File: src/rtl/booth_pkg.sv
package booth_pkg;
    typedef enum logic [1:0] {
        S_IDLE = 2'd0,
        S_RUN  = 2'd1,
        S_DONE = 2'd2
    } mul_state_e;
endpackage

File: src/rtl/booth_digit.sv
// One radix-4 Booth digit: maps a 3-bit overlapping group to 0, +-1 or +-2 times the operand.
module booth_digit #(
    parameter int PW = 64
) (
    input  logic [2:0]    grp,
    input  logic [PW-1:0] mcand,
    output logic [PW-1:0] pp
);
    logic [PW-1:0] dbl;
    assign dbl = mcand << 1;

    always_comb begin
        unique case (grp)
            3'b001, 3'b010: pp = mcand;
            3'b011:         pp = dbl;
            3'b100:         pp = -dbl;
            3'b101, 3'b110: pp = -mcand;
            default:        pp = '0;
        endcase
    end
endmodule

File: src/rtl/booth_stage.sv
// Adds DIGITS consecutive radix-4 partial products to the running sum in one cycle.
module booth_stage #(
    parameter int PW     = 64,
    parameter int DIGITS = 1
) (
    input  logic [2*DIGITS:0] q_lo,
    input  logic [PW-1:0]     mcand,
    input  logic [PW-1:0]     sum_in,
    output logic [PW-1:0]     sum_out
);
    logic [PW-1:0] part [DIGITS+1];
    assign part[0] = sum_in;

    for (genvar k = 0; k < DIGITS; k++) begin : g_digit
        logic [PW-1:0] pp_k;
        logic [PW-1:0] mc_k;
        assign mc_k = mcand << (2 * k);
        booth_digit #(.PW(PW)) u_dig (
            .grp   (q_lo[2*k+2:2*k]),
            .mcand (mc_k),
            .pp    (pp_k)
        );
        assign part[k+1] = part[k] + pp_k;
    end

    assign sum_out = part[DIGITS];
endmodule

File: src/rtl/booth_mul.sv
module booth_mul #(
    parameter int W   = 32,
    parameter int BPC = 2
) (
    input  logic                                   clk,
    input  logic                                   rst_n,
    input  logic                                   start,
    input  logic [W-1:0]                           op_a,
    input  logic [W-1:0]                           op_b,
    input  logic                                   is_signed,
    input  logic                                   acc_en,
    input  logic [2*W-1:0]                         acc_in,
    output logic                                   ready,
    output logic                                   done,
    output logic [2*W-1:0]                         result,
    output logic [$clog2((W+BPC-1)/BPC+2)-1:0]     iter_count
);
    import booth_pkg::*;

    localparam int PW     = 2 * W;
    localparam int DIGITS = BPC / 2;
    localparam int QW     = W + 1;
    localparam int MAXI   = (W + BPC - 1) / BPC + 1;
    localparam int CW     = $clog2(MAXI + 1);

    mul_state_e state_q, state_nx;

    logic [PW-1:0] mcand_q;
    logic [QW-1:0] q_q, q_nx;
    logic          sgn_q;
    logic [PW-1:0] acc_q, acc_nx;
    logic [PW-1:0] res_q;
    logic [CW-1:0] cnt_q, iters_q;
    logic          term_now, term_nx, step_en, accept, finish;

    // Remaining bits exhausted: all zero, or all one for signed operands
    assign term_now = (q_q == '0) || (sgn_q && (&q_q));
    assign q_nx     = sgn_q ? QW'($signed(q_q) >>> BPC) : (q_q >> BPC);
    assign term_nx  = (q_nx == '0) || (sgn_q && (&q_nx));

    booth_stage #(.PW(PW), .DIGITS(DIGITS)) u_stage (
        .q_lo    (q_q[2*DIGITS:0]),
        .mcand   (mcand_q),
        .sum_in  (acc_q),
        .sum_out (acc_nx)
    );

    assign accept  = (state_q == S_IDLE) && start;
    assign step_en = (state_q == S_RUN) && !term_now;
    assign finish  = (state_q == S_RUN) && (state_nx == S_DONE);

    // Next-state logic
    always_comb begin
        state_nx = state_q;
        unique case (state_q)
            S_IDLE:  if (start) state_nx = S_RUN;
            S_RUN:   if (term_now || term_nx) state_nx = S_DONE;
            S_DONE:  state_nx = S_IDLE;
            default: state_nx = S_IDLE;
        endcase
    end

    // State register
    always_ff @(posedge clk or negedge rst_n) begin
        if (!rst_n) state_q <= S_IDLE;
        else        state_q <= state_nx;
    end

    // Operand, sum and count registers
    always_ff @(posedge clk or negedge rst_n) begin
        if (!rst_n) begin
            mcand_q <= '0;
            q_q     <= '0;
            sgn_q   <= 1'b0;
            acc_q   <= '0;
            cnt_q   <= '0;
        end else if (accept) begin
            mcand_q <= is_signed ? {{W{op_a[W-1]}}, op_a} : {{W{1'b0}}, op_a};
            q_q     <= {op_b, 1'b0};
            sgn_q   <= is_signed;
            acc_q   <= acc_en ? acc_in : '0;
            cnt_q   <= '0;
        end else if (step_en) begin
            mcand_q <= mcand_q << BPC;
            q_q     <= q_nx;
            acc_q   <= acc_nx;
            cnt_q   <= cnt_q + CW'(1);
        end
    end

    // Result capture on completion
    always_ff @(posedge clk or negedge rst_n) begin
        if (!rst_n) begin
            res_q   <= '0;
            iters_q <= '0;
        end else if (finish) begin
            res_q   <= step_en ? acc_nx : acc_q;
            iters_q <= step_en ? cnt_q + CW'(1) : cnt_q;
        end
    end

    // Outputs
    always_comb begin
        ready      = (state_q == S_IDLE);
        done       = (state_q == S_DONE);
        result     = res_q;
        iter_count = iters_q;
    end
endmodule

File: config.mk
export PLATFORM = sky130hd
export DESIGN_NAME = booth_mul
export DESIGN_NICKNAME = d
export VERILOG_FILES = /design/src/rtl/booth_pkg.sv /design/src/rtl/booth_digit.sv /design/src/rtl/booth_stage.sv /design/src/rtl/booth_mul.sv
export SDC_FILE = /design/constraint.sdc
export NUM_CORES = 1
export LEC_CHECK = 0
export ABC_AREA = 1
export BUFFER_PORTS_ARGS = -buffer_cell sky130_fd_sc_hd__buf_2
export CORE_ASPECT_RATIO = 1.25
export CORE_MARGIN = 2
export CORE_UTILIZATION = 55
export DETAILED_ROUTE_END_ITERATION = 6
export GPL_TIMING_DRIVEN = 0
export MAX_ROUTING_LAYER = met4
export PLACE_DENSITY_LB_ADDON = 0.12
export SYNTH_ARGS = -nofsm -noshare
export SYNTH_HDL_FRONTEND = slang
export SYNTH_SLANG_ARGS = --single-unit
File: constraint.sdc
create_clock -name clk -period 3.8 [get_ports clk]
set_clock_uncertainty 0.1 [all_clocks]
set_input_delay 0.76 -clock clk [delete_from_list [all_inputs] [get_ports clk]]
set_output_delay 0.76 -clock clk [all_outputs]
set_load 0.005 [all_outputs]
==> metrics.txt, run 1 <==
Final Max Slew Viols 0; cell family with most CP delay simple AND/OR/NAND/NOR gates; Unique masters post-synth 49; placed cells 3448; max layer used met4; Total Wirelength 82300 microns; IO Pins 204; critical-path maximum fanout 3; largest net degree at the start of global routing 88; type of origin of the critical path flip-flop; starting density of the core 0.561; Worst EP required 4.15 ns; ratio of cells with drive above 1 in the final layout 0.351; TritonCTS Sinks 238; final hold viol count 0; row count 74; fin cells 3630; core region area 32800 sq um; fin nets 3391; Synth area leaders dfrtp_1, nand2_1, inv_1, o21ai_0, nor2_1; vias 22738; Cells after Synth 2825; Total GRT Usage 0.444; die area 34900 sq um; Slew HR 0.229; top-count cell post-synth nand2_1; Synth-to-Final Area Change 37.7%; synth cell count leaders nand2_1, inv_1, nor2_1; Hold/Removal Path Class input pin to asynchronous set/reset pin; worst setup margin -0.541 ns; Chip Width 167 microns; Buf/Inv on CP 6; Pre-Repair DR Iteration Count 7; predominant post-synthesis flop cell dfrtp_1; worst slew pin tran 1.16 ns; met3 WL 8620 microns; number of port buffers 203; DRT antenna net count 0; vias in the first global route 21500; number of synthesized register bits 238; DRT iter0 DRCs 2666; clock-pin slew on the worst setup and hold paths 0.06 ns; Ys Warns 0; CP most frequent cell nand2_4; critical path type flip-flop to flip-flop; fin crit share 1.14; grt ovf 0; CTS Hold Bufs 0; cell chosen for the clock root clkbuf_16; initial antenna violation count 0; crit path time final 4.34 ns; H-tree depth 1; status finished, violations left; Synth area leader dfrtp_1; crit-path max cell delay 0.42 ns; Syn Nets 3024; RSZ-0062 raised after global routing true; CP Capture Type flip-flop; Min Hold Slack 0.0557 ns; maxcap violations 0; Fmax 0.230 GHz; Vias/cell 6.26; Ant. Diodes 0; clk_lat worst skew 0.58 ns; top cell type's share of synthesized area 0.324; pre-CTS setup slack -1.22 ns; CTS Buf Count 26; crit path DAT 4.70 ns; wire length on met2 38300 microns; met1 WL 29000 microns; hpwl dp 58700 microns; syn avg cell area 6.50 sq um; post-synthesis sequential area ratio 0.324; Worst path slowest cell dfrtp_1; failing checks design-rule violations, negative setup slack; CTS tree yes; die height 208 microns; EDFF count, synth 0; global placement routability congestion 1.04; setup violators final 103; residual DRC count 16; Mapped Area 18400 sq um; first-pass GRT wire length 116000 microns; Post-synth ARST share 1.00; Bufs on Longest Clock Path 3; wire length per cell 22.7 microns
[final timing paths]
check,start,endpoint,slack (ns),depth (start not counted)
min,rst_n,result[22]$_DFFE_PN0P_,0.06,1
max in group asynchronous,rst_n,mcand_q[23]$_DFFE_PN0P_,2.32,3
min in group clk,acc_in[56],acc_q[56]$_DFF_PN0_,0.27,3
max,mcand_q[0]$_DFFE_PN0P_,result[63]$_DFFE_PN0P_,-0.54,31
min reg2reg,result[60]$_DFFE_PN0P_,result[60]$_DFFE_PN0P_,0.37,2
max reg2reg,mcand_q[0]$_DFFE_PN0P_,result[63]$_DFFE_PN0P_,-0.54,31
[area by class of cell]
type	count	area, sq um
Multi-Input combinational cell	2170	14000
Tap cell	418	523
Clock buffer	34	742
Inverter	308	1160
Clock inverter	14	188
Buffer	109	533
Timing Repair Buffer	339	2160
Sequential cell	238	5960
Fill cell	2277	7470
[cell usage in the layout, fill, tap and decap left out, types with 13 or more instances in the layout]
cell type  instances
buf_6             16
clkbuf_1          53
nand3_1          103
a21oi_2           55
nor2_4            70
o21ai_1          122
nand4_1           39
nor2_2            53
nand2_2          105
nor2_1           168
nor3_1            21
xor2_1            52
buf_4            124
o21ai_2           44
ha_4              36
inv_2             52
a21oi_1           51
clkbuf_16         27
nand3_4           15
or2_2             34
buf_2            237
o21ai_0          140
inv_1            253
nor3_2            15
nand2_1          723
nand2_4           33
a21oi_4           13
nand3_2           75
dfrtp_1          232
o211ai_1          21
xnor2_1           13
o22ai_1           25
ha_1              19
[metal layers]
metal,track usage,up-vias
met5,-,-
met2,0.728,1608
met1,0.516,10686
met3,0.0666,462
met4,0.263,0
li1,-,9982
[cell families (layout without fill, tap and decap cells)]
family          after synthesis  after routing  share of synthesized area
compound gates              540            540                      0.163
fa+ha+maj                    66             66                     0.0454
simple gates               1481           1481                      0.340
buf+inv                     417            804                     0.0882
flops                       238            238                      0.324
xor+xnor                     83             83                     0.0396
[state kept, by name, summed over array words and instances (netlist names)]
| register | cells |
|---|---|
| iter_count | 5 |
| state_q | 2 |
| sgn_q | 1 |
| mcand_q | 64 |
| cnt_q | 5 |
| result | 64 |
| q_q | 33 |
| acc_q | 64 |
[timing repair]
action	4_1_cts	5_1_grt
setup buffers	73	65
pin swaps	136	177
resized for setup	489	430
gates cloned	0	0
setup endpoints to repair	120	109
hold endpoints to repair	0	0
[through the flow]
step                      TNS [ns]  instance area (sq um)  utilization
after floorplan                  0                  18400            -
after global placement     -585.40                  19900        0.607
after detailed placement   -103.47                  20000        0.609
after CTS                   -11.35                  23200        0.708
after global routing        -42.46                  25300        0.772
final                       -28.76                  25300        0.772
Power of run 1 is not shown: default switching activity piles up to over one toggle a cycle in this logic, so the estimate is an artifact.
==> run 2: changes to the inputs <==
--- a/config.mk
+++ b/config.mk
@@ -9,7 +9,8 @@
 export BUFFER_PORTS_ARGS = -buffer_cell sky130_fd_sc_hd__buf_2
 export CORE_ASPECT_RATIO = 1.25
 export CORE_MARGIN = 2
-export CORE_UTILIZATION = 55
+export CORE_UTILIZATION = 56
+export CTS_BUF_LIST = sky130_fd_sc_hd__clkbuf_8
 export DETAILED_ROUTE_END_ITERATION = 6
 export GPL_TIMING_DRIVEN = 0
 export MAX_ROUTING_LAYER = met4
==> run 2 against run 1 <==
Effect of this change: the run still ends with design-rule violations, negative setup slack left; cell count increased by 1.4%; core utilization increased by 1.1 points; fmax increased by 1.4%; setup slack improved by 0.059 ns; register-to-register slack improved by 0.06 ns; critical path depth decreased by 5; first-iteration DRC count decreased by 12%; via count decreased by 1.3%; critical endpoint is now result[55]$_DFFE_PN0P_; largest cell class unchanged.
==> metrics.txt, run 2 (same netlist as run 1, synthesis figures left out) <==
status finished, violations left; failing checks design-rule violations, negative setup slack; R2R depth 26; most frequent cells in the layout nand2_1, inv_1, buf_2, dfrtp_1, nor2_1; Total GRT Usage 0.454; CTS Buf Count 41; cell family with most CP delay simple AND/OR/NAND/NOR gates; row count 74; Worst path slowest cell dfrtp_2; CTS Hold Bufs 0; Min Hold Slack 0.0118 ns; CP Capture Point result[55]$_DFFE_PN0P_; wire length on met2 37300 microns; Hold/Removal Path Class input pin to asynchronous set/reset pin; crit path time final 4.28 ns; Synth-to-Final Area Change 38.6%; Final Util 0.783; CP most frequent cell nand2_1; maxcap violations 0; commonest non-fill, non-tap cell in the layout nand2_1; Vias/cell 6.10; H-tree depth 2; launching point of the worst reg2reg path mcand_q[0]$_DFFE_PN0P_; vias 22436; final hold viol count 0; residual DRC count 7; met1 WL 28500 microns; critical-path maximum fanout 4; Buf/Inv on CP 5; fin crit share 1.13; fin nets 3430; TritonCTS Sinks 238; Total Wirelength 80700 microns; worst setup margin -0.482 ns; starting density of the core 0.565; initial antenna violation count 1; number of port buffers 203; clock-pin slew on the worst setup and hold paths 0.06 ns; first-pass GRT wire length 116000 microns; type of origin of the critical path flip-flop; global placement routability congestion 1.10; Bufs on Longest Clock Path 3; critical path type flip-flop to flip-flop; Final Max Slew Viols 0; RSZ-0062 raised after global routing true; die area 34300 sq um; ratio of cells with drive above 1 in the final layout 0.349; Fill cells 2388; grt ovf 0; Pre-Repair DR Iteration Count 7; worst setup path start mcand_q[0]$_DFFE_PN0P_; vias in the first global route 21534; Chip Width 166 microns; met3 WL 7660 microns; DRT iter0 DRCs 2350; DRT antenna net count 0; largest net degree at the start of global routing 100; RR Endpoint result[55]$_DFFE_PN0P_; crit path DAT 4.66 ns; IO Pins 204; TNS Setup -20.64 ns; crit-path max cell delay 0.43 ns; wire length per cell 21.9 microns; setup violators final 96; clk_lat worst skew 0.60 ns; Fmax 0.234 GHz; worst slew pin tran 1.19 ns; max layer used met4; die height 207 microns; worst reg-to-reg setup slack -0.48 ns; core region area 32500 sq um; Slew HR 0.208; CTS tree yes; cell chosen for the clock root clkbuf_8; CP Capture Type flip-flop; WP depth 26; hpwl dp 58600 microns; Worst EP required 4.18 ns
-- run 2: cell count changes in the layout (fill, tap and decap cells not counted), sizes merged --
| cell | previous run | this run |
|---|---|---|
| bufinv | 4 | 2 |
| diode | 0 | 1 |
| clkinv | 9 | 3 |
| inv | 308 | 320 |
| buf | 382 | 406 |
| clkinvlp | 1 | 5 |
| clkbuf | 100 | 117 |
-- run 2: worst min-delay path by stage --
stage | end | slack, ns | cells past startpoint
after floorplan | acc_q[0]$_DFF_PN0_ | 0.36 | 0
after global placement | result[39]$_DFFE_PN0P_ | 0.36 | 2
after detailed placement | result[26]$_DFFE_PN0P_ | 0.36 | 2
after CTS | result[25]$_DFFE_PN0P_ | 0.04 | 1
after global routing | result[25]$_DFFE_PN0P_ | 0.07 | 1
final | result[25]$_DFFE_PN0P_ | 0.01 | 1
-- run 2: layout make-up --
type	count	area (sq um)	area share
antenna	1	2.50	0.0000983
buffer	109	554	0.0218
clock buffer	51	702	0.0276
clock inverter	22	154	0.00605
inverter	308	1160	0.0458
multi-input combinational	2170	14100	0.553
sequential	238	5970	0.234
tap	418	523	0.0205
timing repair buffer	363	2320	0.0912
-- run 2: repair_timing --
action,CTS,global route
gates resized for setup,548,360
pin swaps,173,158
gates cloned,0,0
buffers inserted,92,67
endpoints found under the setup margin,120,109
-- run 2: routing by layer --
layer / GRT usage / vias up
met4: 0.343 / 0
met1: 0.508 / 10513
li1: - / 10056
met3: 0.0779 / 425
met5: - / -
met2: 0.734 / 1442
-- run 2: per-stage QoR --
stage / area (sq um) / worst slack, ns / cells
6_report: 25500 / -0.482 / 3680
5_1_grt: 25500 / -0.596 / 3680
4_1_cts: 23600 / -0.277 / 3613
3_5_place_dp: 20000 / -1.40 / 3448
3_3_place_gp: 19900 / -2.12 / 3446
2_1_floorplan: 18400 / 0.265 / 2825
Power of run 2 is left out for the same reason.
